File: src/rtl/microseq_pkg.sv
package microseq_pkg;

  // Branch condition codes, order fixed by the condition multiplexer
  typedef enum logic [2:0] {
    CND_NEVER  = 3'd0,
    CND_ALWAYS = 3'd1,
    CND_CARRY  = 3'd2,
    CND_NCARRY = 3'd3,
    CND_ZERO   = 3'd4,
    CND_NZERO  = 3'd5,
    CND_SIGN   = 3'd6,
    CND_OVFL   = 3'd7
  } condCode_e;

  localparam int unsigned COND_W = 3;
  localparam int unsigned NUM_COND = 1 << COND_W;

  // Strobes from the control side to the address datapath
  typedef struct packed {
    logic loadCar;  // branch taken: load instead of increment
    logic useExt;   // loaded address comes from the external input
  } seqStrobe_t;

endpackage

File: src/rtl/microseq_ctrl.sv
module microseq_ctrl
  import microseq_pkg::*;
(
  input  logic [COND_W-1:0] condSel,
  input  logic              srcSel,
  input  logic              flagC,
  input  logic              flagZ,
  input  logic              flagS,
  input  logic              flagV,
  output seqStrobe_t        strobe
);

  logic [NUM_COND-1:0] condVec;

  // One entry per condition code, indexed by the code value
  genvar gi;
  generate
    for (gi = 0; gi < NUM_COND; gi++) begin : g_cond
      always_comb begin
        unique case (condCode_e'(gi))
          CND_NEVER:  condVec[gi] = 1'b0;
          CND_ALWAYS: condVec[gi] = 1'b1;
          CND_CARRY:  condVec[gi] = flagC;
          CND_NCARRY: condVec[gi] = ~flagC;
          CND_ZERO:   condVec[gi] = flagZ;
          CND_NZERO:  condVec[gi] = ~flagZ;
          CND_SIGN:   condVec[gi] = flagS;
          default:    condVec[gi] = flagV;
        endcase
      end
    end
  endgenerate

  always_comb begin
    strobe.loadCar = condVec[condSel];
    strobe.useExt  = srcSel;
  end

endmodule

File: src/rtl/microseq_dp.sv
module microseq_dp
  import microseq_pkg::*;
#(
  parameter int unsigned ADDR_W = 6,
  parameter int unsigned CTRL_W = 16,
  parameter int unsigned WORD_W = CTRL_W + 1 + COND_W + ADDR_W
) (
  input  logic              clk,
  input  logic              rst,
  input  logic              progWe,
  input  logic [ADDR_W-1:0] progAddr,
  input  logic [WORD_W-1:0] progData,
  input  logic [ADDR_W-1:0] extAddr,
  input  seqStrobe_t        strobe,
  output logic [WORD_W-1:0] romWord,
  output logic [ADDR_W-1:0] car,
  output logic [CTRL_W-1:0] ctrlWord
);

  localparam int unsigned DEPTH    = 1 << ADDR_W;
  localparam int unsigned NEXT_LSB = CTRL_W + 1 + COND_W;

  logic [WORD_W-1:0] store [DEPTH];
  logic [ADDR_W-1:0] nextField;
  logic [ADDR_W-1:0] loadAddr;
  logic [ADDR_W-1:0] carNext;

  always_ff @(posedge clk) begin
    if (progWe) store[progAddr] <= progData;
  end

  assign romWord   = store[car];
  assign nextField = romWord[NEXT_LSB +: ADDR_W];
  assign loadAddr  = strobe.useExt ? extAddr : nextField;
  assign carNext   = strobe.loadCar ? loadAddr : ADDR_W'(car + 1'b1);

  always_ff @(posedge clk) begin
    if (rst) begin
      car      <= '0;
      ctrlWord <= '0;
    end else begin
      car      <= carNext;
      ctrlWord <= romWord[CTRL_W-1:0];
    end
  end

endmodule

File: src/rtl/microseq.sv
module microseq
  import microseq_pkg::*;
#(
  parameter int unsigned ADDR_W = 6,
  parameter int unsigned CTRL_W = 16
) (
  input  logic                                  clk,
  input  logic                                  rst,
  input  logic                                  progWe,
  input  logic [ADDR_W-1:0]                     progAddr,
  input  logic [CTRL_W+1+COND_W+ADDR_W-1:0]     progData,
  input  logic                                  flagC,
  input  logic                                  flagZ,
  input  logic                                  flagS,
  input  logic                                  flagV,
  input  logic [ADDR_W-1:0]                     extAddr,
  output logic [CTRL_W-1:0]                     ctrlWord,
  output logic [ADDR_W-1:0]                     carOut
);

  localparam int unsigned WORD_W = CTRL_W + 1 + COND_W + ADDR_W;

  logic [WORD_W-1:0] romWord;
  seqStrobe_t        strobe;

  microseq_ctrl uCtrl (
    .condSel (romWord[CTRL_W+1 +: COND_W]),
    .srcSel  (romWord[CTRL_W]),
    .flagC   (flagC),
    .flagZ   (flagZ),
    .flagS   (flagS),
    .flagV   (flagV),
    .strobe  (strobe)
  );

  microseq_dp #(.ADDR_W(ADDR_W), .CTRL_W(CTRL_W), .WORD_W(WORD_W)) uDp (
    .clk      (clk),
    .rst      (rst),
    .progWe   (progWe),
    .progAddr (progAddr),
    .progData (progData),
    .extAddr  (extAddr),
    .strobe   (strobe),
    .romWord  (romWord),
    .car      (carOut),
    .ctrlWord (ctrlWord)
  );

endmodule

File: config.mk
export PLATFORM = sky130hd
export DESIGN_NAME = microseq
export DESIGN_NICKNAME = d
export VERILOG_FILES = /design/src/rtl/microseq_pkg.sv /design/src/rtl/microseq_ctrl.sv /design/src/rtl/microseq_dp.sv /design/src/rtl/microseq.sv
export SDC_FILE = /design/constraint.sdc
export NUM_CORES = 2
export LEC_CHECK = 0
export ABC_CLOCK_PERIOD_IN_PS = 3100
export BUFFER_PORTS_ARGS = -buffer_cell sky130_fd_sc_hd__buf_2
export CELL_PAD_IN_SITES_DETAIL_PLACEMENT = 0
export CELL_PAD_IN_SITES_GLOBAL_PLACEMENT = 1
export CORE_ASPECT_RATIO = 0.7
export CORE_MARGIN = 3
export CORE_UTILIZATION = 53
export CTS_BUF_LIST = sky130_fd_sc_hd__clkbuf_2
export CTS_CLUSTER_SIZE = 20
export DETAILED_ROUTE_END_ITERATION = 16
export GPL_ROUTABILITY_DRIVEN = 0
export GPL_TIMING_DRIVEN = 0
export HOLD_SLACK_MARGIN = 0.02
export PLACE_DENSITY = 0.76
export SLEW_MARGIN = 20
export SYNTH_ARGS = -nofsm -noshare
export SYNTH_HDL_FRONTEND = slang
export SYNTH_SLANG_ARGS = --single-unit
export TNS_END_PERCENT = 20
File: constraint.sdc
create_clock -name clk -period 3.1 [get_ports clk]
set_input_delay 0.775 -clock clk [delete_from_list [all_inputs] [get_ports clk]]
set_output_delay 0.775 -clock clk [all_outputs]
set_load 0.03 [all_outputs]
After elaboration in Yosys (flattened, before gate mapping)
Memory sizes are Yosys's and may differ from the RTL's. A register that Yosys moved wholly into a read port is not among the register bits.
Index checks and enable logic that the tools add are counted.
{ "totals": {"reg_bits": 22, "latch_bits": 0, "mem_bits_rw": 1664, "mem_bits_ro": 0, "input_bits": 45, "out_inout_bits": 22, "wordCells": 14, "n_memories": 1} }
{ "op_classes": {"addsub": 1, "n_mul": 0, "div_mod_pow": 0, "magnitude_cmp": 1, "eq_ne": 0, "shift": 0, "mux": 7, "bitwise_logic": 2, "n_reduce_logical": 0} }
{ "mem_list": {"columns": ["memory", "depth", "word_bits", "read_ports", "rd_ports_with_merged_regs", "write_ports", "line_no", "source"], "rows": [
  ["uDp.store", 64, 26, 1, 1, 1, "microseq_dp.sv:23", "logic [WORD_W-1:0] store [DEPTH];"]
]} }
{ "ops": {"columns": ["operator", "n"], "rows": [
  ["6-bit two-way mux", 3],
  ["6-bit by 1-bit adder with 6-bit output (second input constant)", 1],
  ["3-bit by 4-bit less-than comparator with 1-bit output (second input constant)", 1],
  ["1-bit binary-select mux with 3-bit select", 1],
  ["1-bit two-way mux", 3],
  ["1-bit NOT", 2]
]} }

Depth between registers and ports, before layout
{ "depth": {"ltp_word": 5, "ltp_mapped": 13, "ltp_nobuf": 8} }

Hierarchy
Synthesis repeated with hierarchy kept, for this count alone.
{ "unflattened": {"hier_cells": 2788, "area_unflattened_um2": 64170.3} }
{ "modules_own_cells": {"columns": ["mod", "instances", "cells_each", "area_each_um2", "seq_area_each_um2"], "rows": [
  ["microseq_dp", 1, 2780, 64110.2, 50408.3],
  ["microseq_ctrl", 1, 8, 60.1, 0.0]
]} }

Least setup slack after synthesis
OpenSTA, ideal clock, no wires.
{ "synth_path": {"kind": "register to register", "from": "reg, netlist name uDp.car[1]", "to": "reg uDp.ctrlWord[0]", "setup_ns": 0.115, "arrival_time_ns": 3.305, "required_time_ns": 2.985, "slack_ns": -0.320, "stages_incl_launch_ff": 11, "path_buffers": 6, "period_less_slack_ns": 3.420, "path_cell_list": "dfxtp_1 -> buf_4 -> buf_6 -> buf_4 -> buf_2 -> clkbuf_1 -> buf_1 -> mux4_2 -> mux4_2 -> mux4_2 -> and2_1"} }
{ "synth_lines": {"columns": ["element", "line_no", "source"], "rows": [
  ["to (signal assigned)", "microseq_dp.sv:43", "ctrlWord <= romWord[CTRL_W-1:0];"],
  ["to (decl)", "microseq_dp.sv:17", "output logic [CTRL_W-1:0] ctrlWord"]
]} }

==> flow_metrics.tcl <==
set metrics [dict create \
    status "finished with violations" \
    violations "negative setup slack" \
    avgViaCountPerCell 6.39 \
    antenna_found_initial 9 \
    cts_tree "built" \
    cp_slowest_cell "mux4_2" \
    finalSetupViolCount 23 \
    hold_viol 0 \
    worstPathCellList "buf_12 -> buf_12 -> buf_12 -> buf_16 -> buf_16 -> buf_16 -> mux4_2 -> mux4_2 -> mux4_2 -> and2_4" \
    cp_slowest_stage_delay_ns 0.67 \
    grt_pass1_vias 32419 \
    synthArstFlopShare 0 \
    power_w 0.0560 \
    layout_commonest_cell "edfxtp_1" \
    synth_area_per_cell_um2 24.6 \
    fin_area_mm2 0.0745 \
    cp.required_ns 4.66 \
    synthXorXnorAreaFrac 0.000681 \
    yosysWarnings 0 \
    synth-compound-area-share 0.00850 \
    rows 106 \
    ioPinCount 67 \
    clock_path_buffers 4 \
    die_w_um 422 \
    crit_fanout 10 \
    p_per_area_mw_per_mm2 752 \
    place_area_mm2 0.0688 \
    die_height_um 297 \
    vias 32695 \
    path_class "reg -> reg" \
    clock.fmax_mhz 293 \
    pre_cts_slack_ns -1.47 \
    ctsHtreeMaxLevel 5 \
    synthAdderAreaFrac 0.000194 \
    ys_seq_area_frac 0.784 \
    arrival_ns 4.97 \
    synth-simple-area-share 0.0120 \
    grtUsageTotal 0.273 \
    slew_viol_final 0 \
    drtIter0Drc 4602 \
    syn_nets 2661 \
    synth_top_family_by_area "multiplexers" \
    synthCells 2615 \
    ant_nets 0 \
    postLayoutSetupSlackWorst_ns -0.309 \
    end_kind "register" \
    drive_gt1_frac 0.443 \
    grt_pass1_wl_um 239000 \
    maxCapViolations 0 \
    synth_seq_cells 1686 \
    grt_max_degree 65 \
    final_cell_mix "edfxtp_1 (1664), clkbuf_2 (591), mux4_2 (509)" \
    io_buffers 63 \
    clockRootBuffer "clkbuf_2" \
    critPathLaunchType "register" \
    fin_crit_sh 1.10 \
    syn_area_mm2 0.0643 \
    path_clk_slew_ns 0.15 \
    finalNonFillerCells 5117 \
    yosysTopAreaCell "edfxtp_1" \
    rsz0062_at_grt "true" \
    die-area_mm2 0.126 \
    muxShareOfSynthArea 0.184 \
    numCtsBuffers 380 \
    tightest_slew_ns 1.11 \
    synth_flop_cell "edfxtp_1" \
    path_buf_inv 6 \
    critPathTopFamily "multiplexers" \
    placedCellCount 4364 \
    dp_hpwl_um 106000 \
    final_util 0.621 \
    synth_edf_count 1664 \
    cts.sinks 1686 \
    drt-pass1-iter-count 8 \
    slew_headroom 0.259 \
    avgRoutedWirePerCell_um 33.4 \
    gr-total-overflow 0 \
    fin_worst_skew_ns 0.172 \
    synthTopCellsByArea "edfxtp_1 (78%), mux4_2 (18%), dfxtp_1 (0.68%)" \
    yosysTopAreaCellShare 0.777 \
    clk-insertion-delay-late_ns 1.69 \
    hp-class "in -> reg" \
    ir_drop_v 0.000553 \
    nNetsFinal 3267 \
    area_delta_synth_final_pct 15.8 \
    start_util 0.537 \
    core_area_mm2 0.120 \
    yosysUniqueCellTypes 51 \
    p_leak_nw 23.6 \
    fin_crit_ns 3.41 \
    drc 0 \
    totalWireLength_um 171000 \
]
==> cell type report <==
cell class                      count  area [um^2]
Inverter                            7         26.3
Tap cell                         1620         2030
Clock buffer                      576         2880
Multi-Input combinational cell    787        14000
Buffer                            134         1650
Clock inverter                     71          340
Antenna cell                       11         27.5
Fill cell                        8091        45400
Timing Repair Buffer              225         3120
Sequential cell                  1686        50400
==> worst reg2reg max path: cells and delay by family, from the launching register on <==
kind | cells | cell delay (ns)
multiplexers | 3 | 1.80
flip-flops | 1 | 0.40
buffers and inverters | 6 | 0.90
AND/OR/NAND/NOR | 1 | 0.19
==> where the power goes <==
group	switching [W]	total (W)	leakage [nW]	internal (W)
Clock	0.00838	0.0134	2.56	0.00503
Combinational	0.00895	0.0172	5.93	0.00823
Sequential	0.000119	0.0254	15.2	0.0253
==> final timing paths <==
| path | startpoint | endpoint | slack (ns) | cells after the start |
|---|---|---|---|---|
| max | uDp.car[0] | uDp.ctrlWord[4] | -0.31 | 10 |
| min | progData[24] | uDp.store[38][24] | 0.18 | 2 |
| max reg2reg | uDp.car[0] | uDp.ctrlWord[4] | -0.31 | 10 |
| min reg2reg | uDp.car[1] | uDp.car[1] | 0.75 | 3 |
==> cells by family (layout without fill, tap and decap cells) <==
group / count (synthesis) / in the layout
DFF: 1686 / 1686
adders and majority gates: 1 / 1
and+or+nand+nor: 162 / 162
buffers and inverters: 142 / 1013
muxes: 546 / 546
other: 0 / 11
xor gates and xnor gates: 5 / 5
AOI/OAI and AO/OA: 73 / 73
==> repair_timing <==
item,CTS,global route
cloned,7,3
endpoints found under the hold margin,1679,3
gates resized for setup,337,51
endpoints found under the setup margin,43,27
buffers inserted,25,9
pin swaps,7,14
hold buffers,51,1
==> layer usage <==
layer | up-vias | global-route usage | routed length, um
li1 | 12833 | - | -
met1 | 16970 | 0.417 | 66700
met2 | 2579 | 0.387 | 76100
met3 | 313 | 0.0715 | 23000
met4 | 0 | 0.100 | 5230
met5 | - | 0 | 0
==> per-stage QoR <==
stage	TNS, ns	hold slack (ns)
after floorplan	-10.63	0.763
after global placement	-2250.90	0.688
after detailed placement	-76.08	0.674
after CTS	-5.98	0.0255
after global routing	-5.45	0.127
final	-5.28	0.178
==> registers in the layout (all words and copies together) (netlist names) <==
| signal | flops |
|---|---|
| uDp.store | 1664 |
| uDp.ctrlWord | 16 |
| uDp.car | 6 |
==> Yosys cell counts (9+ instances only) <==
library cell	number
buf_2	52
edfxtp_1	1664
nor2b_1	10
buf_6	11
nand2_1	18
nor2_1	77
a22oi_1	27
nand3_1	19
dfxtp_1	22
clkbuf_1	48
buf_1	18
mux4_2	509
mux2i_1	31
and2_1	17
a21oi_1	9
No activity file was read; power rests on OpenSTA's default activity.
